`config.mk`:
```
export PLATFORM = sky130hd
export DESIGN_NAME = sysmap_regfile
export DESIGN_NICKNAME = d
export VERILOG_FILES = /design/src/rtl/sysmap_pkg.sv /design/src/rtl/sysmap_regs.sv /design/src/rtl/sysmap_exti_mux.sv /design/src/rtl/sysmap_fmp.sv /design/src/rtl/sysmap_regfile.sv
export SDC_FILE = /design/constraint.sdc
export NUM_CORES = 1
export LEC_CHECK = 0
export ABC_AREA = 0
export BUFFER_PORTS_ARGS = -buffer_cell sky130_fd_sc_hd__buf_4
export CAP_MARGIN = 10
export CORE_MARGIN = 2
export CORE_UTILIZATION = 45
export CTS_CLUSTER_DIAMETER = 100
export DETAILED_ROUTE_END_ITERATION = 10
export PLACE_DENSITY = 0.81
export RECOVER_POWER = 50
export SLEW_MARGIN = 5
export SYNTH_ARGS = -nofsm -noshare
export SYNTH_HDL_FRONTEND = slang
export SYNTH_SLANG_ARGS = --single-unit
```
`constraint.sdc`:
```
create_clock -name clk -period 2.2 [get_ports clk]
set_input_delay 0.44 -clock clk [delete_from_list [all_inputs] [get_ports clk]]
set_output_delay 0.44 -clock clk [all_outputs]
set_load 0.02 [all_outputs]
```
`src/rtl/sysmap_pkg.sv`:
```
// Shared constants and the port-select decode for the configuration block.
// Assumes word-aligned register offsets; the byte-address LSBs are ignored.
package sysmap_pkg;
    localparam int unsigned DATA_W      = 32;
    localparam int unsigned LINES       = 16;
    localparam int unsigned PORTS       = 5;
    localparam int unsigned PINS        = 16;
    localparam int unsigned SEL_W       = 4;
    localparam int unsigned FMP_PADS    = 6;
    localparam int unsigned PORT_IDX_W  = $clog2(PORTS);

    // Word indices (byte offset / 4) of the mapped registers.
    localparam int unsigned WIDX_CFG1   = 0;
    localparam int unsigned WIDX_SEL0   = 2;
    localparam int unsigned WIDX_CFG2   = 6;

    // Writable bits of the main configuration word.
    localparam logic [31:0] CFG1_WMASK  = 32'h00FF_1C03;
    localparam int unsigned BIT_URX     = 10;
    localparam int unsigned BIT_T16     = 11;
    localparam int unsigned BIT_T17     = 12;
    localparam int unsigned BIT_CTL1    = 20;
    localparam int unsigned BIT_CTL2    = 21;

    typedef struct packed {
        logic                  valid;
        logic [PORT_IDX_W-1:0] idx;
    } port_sel_t;

    // Sparse code to dense port index; reserved codes are flagged invalid.
    function automatic port_sel_t decode_port(input logic [SEL_W-1:0] code);
        port_sel_t r;
        r.valid = 1'b1;
        r.idx   = '0;
        case (code)
            4'd0:    r.idx = PORT_IDX_W'(0);
            4'd1:    r.idx = PORT_IDX_W'(1);
            4'd2:    r.idx = PORT_IDX_W'(2);
            4'd3:    r.idx = PORT_IDX_W'(3);
            4'd5:    r.idx = PORT_IDX_W'(4);
            default: r.valid = 1'b0;
        endcase
        return r;
    endfunction
endpackage

```
`src/rtl/sysmap_regs.sv`:
```
// Register storage and bus access for the configuration block.
// Assumes single-cycle write strobes; read data is registered and is zero
// in cycles that follow no read. Reset is synchronous, active low.
module sysmap_regs
    import sysmap_pkg::*;
#(
    parameter int unsigned ADDR_W = 8,
    parameter int unsigned NLINES = LINES
) (
    input  logic                    clk,
    input  logic                    rst_n,
    input  logic [1:0]              boot_strap,
    input  logic                    wr_en,
    input  logic                    rd_en,
    input  logic [ADDR_W-1:0]       addr,
    input  logic [DATA_W-1:0]       wdata,
    input  logic [DATA_W/8-1:0]     be,
    output logic [DATA_W-1:0]       rdata,
    output logic [DATA_W-1:0]       cfg1,
    output logic [NLINES*SEL_W-1:0] sel_flat,
    output logic [1:0]              cfg2
);
    localparam int unsigned WIDX_W   = ADDR_W - 2;
    localparam int unsigned SEL_BITS = 16;
    localparam int unsigned SEL_REGS = NLINES * SEL_W / SEL_BITS;
    localparam int unsigned LANES    = DATA_W / 8;

    logic [WIDX_W-1:0] widx;
    logic [DATA_W-1:0] lane_mask;
    logic [DATA_W-1:0] cfg1_merged;
    logic [DATA_W-1:0] rd_val;
    logic              unused_addr_lsb;

    assign widx            = addr[ADDR_W-1:2];
    assign unused_addr_lsb = ^addr[1:0];

    // Expand each byte enable to a full lane of mask bits.
    generate
        for (genvar i = 0; i < LANES; i++) begin : g_lane
            assign lane_mask[8*i +: 8] = {8{be[i]}};
        end
    endgenerate

    // Byte-lane merge of write data into the main configuration word.
    assign cfg1_merged = ((cfg1 & ~lane_mask) | (wdata & lane_mask)) & CFG1_WMASK;

    // Main configuration word: alias field reloads the strap during reset.
    always_ff @(posedge clk) begin
        if (!rst_n)
            cfg1 <= {{(DATA_W-2){1'b0}}, boot_strap};
        else if (wr_en && widx == WIDX_W'(WIDX_CFG1))
            cfg1 <= cfg1_merged;
    end

    // Interrupt source select words, four fields each, low half only.
    always_ff @(posedge clk) begin
        if (!rst_n)
            sel_flat <= '0;
        else if (wr_en) begin
            for (int r = 0; r < SEL_REGS; r++) begin
                if (widx == WIDX_W'(WIDX_SEL0 + r))
                    sel_flat[SEL_BITS*r +: SEL_BITS] <=
                        (sel_flat[SEL_BITS*r +: SEL_BITS] & ~lane_mask[SEL_BITS-1:0]) |
                        (wdata[SEL_BITS-1:0] & lane_mask[SEL_BITS-1:0]);
            end
        end
    end

    // Second configuration word: set-only bits, cleared by reset alone.
    always_ff @(posedge clk) begin
        if (!rst_n)
            cfg2 <= '0;
        else if (wr_en && widx == WIDX_W'(WIDX_CFG2) && be[0])
            cfg2 <= cfg2 | wdata[1:0];
    end

    // Read multiplexer; unmapped offsets return zero.
    always_comb begin
        rd_val = '0;
        if (widx == WIDX_W'(WIDX_CFG1))
            rd_val = cfg1;
        if (widx == WIDX_W'(WIDX_CFG2))
            rd_val = {{(DATA_W-2){1'b0}}, cfg2};
        for (int r = 0; r < SEL_REGS; r++) begin
            if (widx == WIDX_W'(WIDX_SEL0 + r))
                rd_val = {{(DATA_W-SEL_BITS){1'b0}}, sel_flat[SEL_BITS*r +: SEL_BITS]};
        end
    end

    // Registered read data, zero when no read was requested.
    always_ff @(posedge clk) begin
        if (!rst_n)
            rdata <= '0;
        else
            rdata <= rd_en ? rd_val : '0;
    end
endmodule

```
`src/rtl/sysmap_exti_mux.sv`:
```
// Per-line interrupt source multiplexer. Line x takes pin x of the port
// chosen by its select field; reserved codes give a constant zero.
// Assumes the line count does not exceed the pins per port.
module sysmap_exti_mux
    import sysmap_pkg::*;
#(
    parameter int unsigned NLINES = LINES
) (
    input  logic [NLINES*SEL_W-1:0] sel_flat,
    input  logic [PORTS*PINS-1:0]   port_pins,
    output logic [NLINES-1:0]       exti_line
);
    generate
        for (genvar x = 0; x < NLINES; x++) begin : g_line
            logic [PORTS-1:0] cand;
            port_sel_t        dec;

            for (genvar p = 0; p < PORTS; p++) begin : g_port
                assign cand[p] = port_pins[p*PINS + x];
            end

            assign dec = decode_port(sel_flat[x*SEL_W +: SEL_W]);

            // Pick the selected port's pin or force zero for reserved codes.
            always_comb begin
                exti_line[x] = dec.valid ? cand[dec.idx] : 1'b0;
            end
        end
    endgenerate
endmodule

```
`src/rtl/sysmap_fmp.sv`:
```
// Effective fast-mode-plus enable per pad: the pad's own bit ORed with each
// controller bit gated by that pad's current controller assignment.
module sysmap_fmp #(
    parameter int unsigned NPADS = 6
) (
    input  logic [NPADS-1:0] pad_bits,
    input  logic             ctl1,
    input  logic             ctl2,
    input  logic [NPADS-1:0] on_c1,
    input  logic [NPADS-1:0] on_c2,
    output logic [NPADS-1:0] fmp_en
);
    generate
        for (genvar p = 0; p < NPADS; p++) begin : g_pad
            assign fmp_en[p] = pad_bits[p] | (ctl1 & on_c1[p]) | (ctl2 & on_c2[p]);
        end
    endgenerate
endmodule

```
`src/rtl/sysmap_regfile.sv`:
```
// Top of the system configuration and remap register file. Ties the bus
// register bank to the alias, DMA routing, pad drive and interrupt mux
// outputs. Outputs follow register state in the cycle after a write.
module sysmap_regfile
    import sysmap_pkg::*;
#(
    parameter int unsigned ADDR_W = 8
) (
    input  logic                   clk,
    input  logic                   rst_n,
    input  logic [1:0]             boot_strap,
    input  logic                   wr_en,
    input  logic                   rd_en,
    input  logic [ADDR_W-1:0]      addr,
    input  logic [DATA_W-1:0]      wdata,
    input  logic [DATA_W/8-1:0]    be,
    output logic [DATA_W-1:0]      rdata,
    input  logic [PORTS*PINS-1:0]  port_pins,
    input  logic [FMP_PADS-1:0]    pad_on_c1,
    input  logic [FMP_PADS-1:0]    pad_on_c2,
    output logic [1:0]             mem_alias,
    output logic [2:0]             t16_dma_ch,
    output logic [2:0]             t17_dma_ch,
    output logic [2:0]             urx_dma_ch,
    output logic [LINES-1:0]       exti_line,
    output logic [FMP_PADS-1:0]    fmp_en,
    output logic [1:0]             brk_link
);
    logic [DATA_W-1:0]      cfg1;
    logic [LINES*SEL_W-1:0] sel_flat;
    logic [1:0]             cfg2;
    logic [FMP_PADS-1:0]    pad_bits;
    logic                   unused_cfg1;

    sysmap_regs #(.ADDR_W(ADDR_W), .NLINES(LINES)) u_regs (
        .clk(clk), .rst_n(rst_n), .boot_strap(boot_strap),
        .wr_en(wr_en), .rd_en(rd_en), .addr(addr), .wdata(wdata), .be(be),
        .rdata(rdata), .cfg1(cfg1), .sel_flat(sel_flat), .cfg2(cfg2)
    );

    sysmap_exti_mux #(.NLINES(LINES)) u_exti (
        .sel_flat(sel_flat), .port_pins(port_pins), .exti_line(exti_line)
    );

    // Pads 0..3 use bits 19:16, pads 4..5 use bits 23:22.
    assign pad_bits = {cfg1[23:22], cfg1[19:16]};

    sysmap_fmp #(.NPADS(FMP_PADS)) u_fmp (
        .pad_bits(pad_bits), .ctl1(cfg1[BIT_CTL1]), .ctl2(cfg1[BIT_CTL2]),
        .on_c1(pad_on_c1), .on_c2(pad_on_c2), .fmp_en(fmp_en)
    );

    // Alias code and DMA channel numbers straight from stored bits.
    assign mem_alias  = cfg1[1:0];
    assign t16_dma_ch = cfg1[BIT_T16] ? 3'd4 : 3'd3;
    assign t17_dma_ch = cfg1[BIT_T17] ? 3'd2 : 3'd1;
    assign urx_dma_ch = cfg1[BIT_URX] ? 3'd5 : 3'd3;
    assign brk_link   = cfg2;

    assign unused_cfg1 = ^{cfg1[31:24], cfg1[15:13], cfg1[9:2]};
endmodule

```
==> qor.txt <==
Initial antenna violation count -> 0
Latest clock arrival within the worst-skew pair -> 0.36 ns
Max incr delay on CP -> 0.54 ns
Clock buffer depth -> 2
Area of the core -> 0.0108 mm²
Antenna diode count -> 0
Count of different cell masters after synthesis -> 32
Fraction of final layout cells with drive strength greater than 1 -> 0.278
Number of cells upsized or downsized after cts -> 0
Synth area leaders -> dfxtp_1 40%, mux2i_1 8.6%, mux4_2 7.2%, nand3_1 5.0%, o21ai_0 4.9%
Register area share after synthesis -> 0.415
Worst hold path depth -> 3
Number of synthesis warnings -> 0
Area after detailed placement -> 0.00650 mm²
Leading cell types in the layout, fill and taps excluded -> 162 x buf_4, 101 x dfxtp_1, 50 x nand3_1, 49 x o21ai_0, 43 x mux2i_1
Number of DRC violations after detailed routing -> 0
Worst path cell trace -> mux4_2 > nand2b_1 > a21oi_1 > buf_4
Critical path capture point type -> primary output
Worst hold-check slack -> 0.321 ns
Power Dens Cells -> 531 mW/mm²
Non-filler cells, final -> 863
Grt total ovfl -> 0
Reg clk slew, reported paths -> 0.10 ns
Required time of the critical path -> 1.76 ns
Pin count of the biggest net entering global routing -> 107
Fin. Hold Viols -> 0
Slowest stage cell on the critical path -> mux4_2
Filler cell count -> 963
Clock tree from TritonCTS -> done
Clock tree root buffer cell -> clkbuf_8
Sink count of the clock tree -> 103
Global-route wire length before repair -> 22300 µm
Maximum fanout encountered on the critical timing path -> 4
Synthesized instance count -> 545
Global placement routability congestion -> 0.834
Final WL -> 14800 µm
First-pass DRT Iterations -> 5
Fraction of the cycle the final worst path needs -> 0.948
Tightest Hold Check Type -> in2reg
Syn avg cell area -> 9.19 µm²
Final-layout setup total negative slack -> 0 ns
Final critical delay including setup and external delays -> 2.08 ns
Routed wire per std cell -> 17.2 µm
Leading cell type in the layout, fill and taps excluded -> buf_4
Number of DRC markers in iteration 0 -> 380
Start-to-end type of the worst setup path -> reg2out
Initial Util -> 0.462
Std-Cell Rows -> 38
Number of buffer and inverter stages on the critical path -> 1
Number of H-tree levels -> 3
Final nets -> 860
Worst Clk Skew -> 0.0122 ns
Signal arrival time at the worst endpoint -> 1.64 ns
Final antenna-violating net count -> 0
HPWL reported at the end of detailed placement -> 11600 µm
Result of the run -> complete, no violations
Port Buffer Count -> 187
Post-route standard cell area excluding fillers -> 0.00653 mm²
Vias in the first global route -> 4425
Worst-case vdd ir drop -> 304 µV
Aggregate global-route resource usage -> 0.243
Cell class contributing the biggest share of worst-path delay -> multiplexers
Ports placed on the boundary -> 209
Yosys top cell by area -> dfxtp_1
Number of buffers created by CTS -> 9
Horizontal die dimension -> 110 µm
Post-CTS setup buffer count -> 0
Number of buffers added to fix hold violations after cts -> 0
DR vias -> 4733
Die Y -> 110 µm
Floorplan die area -> 0.0120 mm²
Area grow syn2layout -> 30.3%
Register cell area after layout -> 0.00208 mm²
Tightest slew margin relative to the limit -> 0.308
Worst Max-Slew Pin Slew -> 1.04 ns
Seq cells post-synth -> 103
Leak -> 2.62 nW
Post-synthesis cell area -> 0.00501 mm²
Placed insts -> 847
Startpoint class of the critical path -> flip-flop
Count of max-cap constraint violations -> 0
Share of the core filled with cells -> 0.602
Count of final setup violators -> 0
Multi-input logic area -> 0.00268 mm²
Final count of pins violating max slew -> 0
Post-DR vias/cell -> 5.48
RSZ-0062 raised after global routing -> no
Maximum achievable frequency -> 0.480 GHz
Crit. path cell count -> 4
Number of cells on the worst reg-to-reg path -> 4
Area fraction of the dominant cell type after synthesis -> 0.403
logic make-up (layout without fill, tap and decap cells):
group,after synthesis,in the layout,synth area share
buffers and inverters,56,226,0.0552
other,2,10,0.00150
flip-flops,103,103,0.415
multiplexers,62,62,0.165
AO/OA/AOI/OAI,109,109,0.127
AND/OR/NAND/NOR,213,213,0.237
layout make-up:
| cell class | count | share of cell area |
|---|---|---|
| Sequential cell | 103 | 0.319 |
| Timing Repair Buffer | 202 | 0.210 |
| Inverter | 8 | 0.00460 |
| Multi-Input combinational cell | 394 | 0.411 |
| Clock buffer | 10 | 0.0211 |
| Tap cell | 140 | 0.0268 |
| Clock inverter | 6 | 0.00767 |
path summary, 6_finish.rpt:
| path | startpoint | end | slack (ns) |
|---|---|---|---|
| setup / recovery | flip-flop | exti_line[15] | 0.12 |
| setup reg to reg | flip-flop | u_regs.rdata[9]$_SDFF_PN0_ | 0.95 |
| hold reg to reg | flip-flop | flip-flop | 0.49 |
| hold / removal | wdata[23] | flip-flop | 0.32 |
worst register-to-register path, stage by stage, from the launching register on:
cell and delay (ns):
dfxtp_1 0.42, mux2i_1 0.12, nor3_1 0.31, a21oi_1 0.08, a211oi_1 0.24
synth_stat cells (all sizes together):
master and instances:
nand4 3, a221o 6, or3 1, clkbuf 28, nand3 50, nand2 34
mux2 3, mux2i 43, nor2 24, o21ai 49, inv 8, edfxtp 2
buf 20, a21oi 31, a221oi 3, o22ai 4, nand2b 18, nor4 3
nand4b 16, conb 2, nor3 14, mux4 16, nor4b 1, and2 11
o311ai 2, o211ai 3, a211oi 11, nor2b 38, dfxtp 101
stage by stage:
stage          total power [mW]  setup WS (ns)
3_5_place_dp               2.39          0.134
5_1_grt                    3.58         0.0171
4_1_cts                    3.47          0.116
6_report                   3.47          0.115
2_1_floorplan              2.14          0.279
3_3_place_gp               2.38          0.179
power breakdown:
part | internal [mW] | total [mW] | switching (mW)
combinational | 0.239 | 0.458 | 0.219
sequential | 1.88 | 1.88 | 0.00692
clock | 0.457 | 1.13 | 0.668
total | 2.57 | 3.47 | 0.894
metal layers:
layer  track usage  part of all wire  vias to the layer above
li1              -                 -                     2289
met1         0.334              0.43                     2209
met2         0.377              0.46                      212
met3        0.0480             0.081                       23
met4        0.0922             0.023                        0
met5             0                 0                        -
No activity file was read; power rests on OpenSTA's default activity.
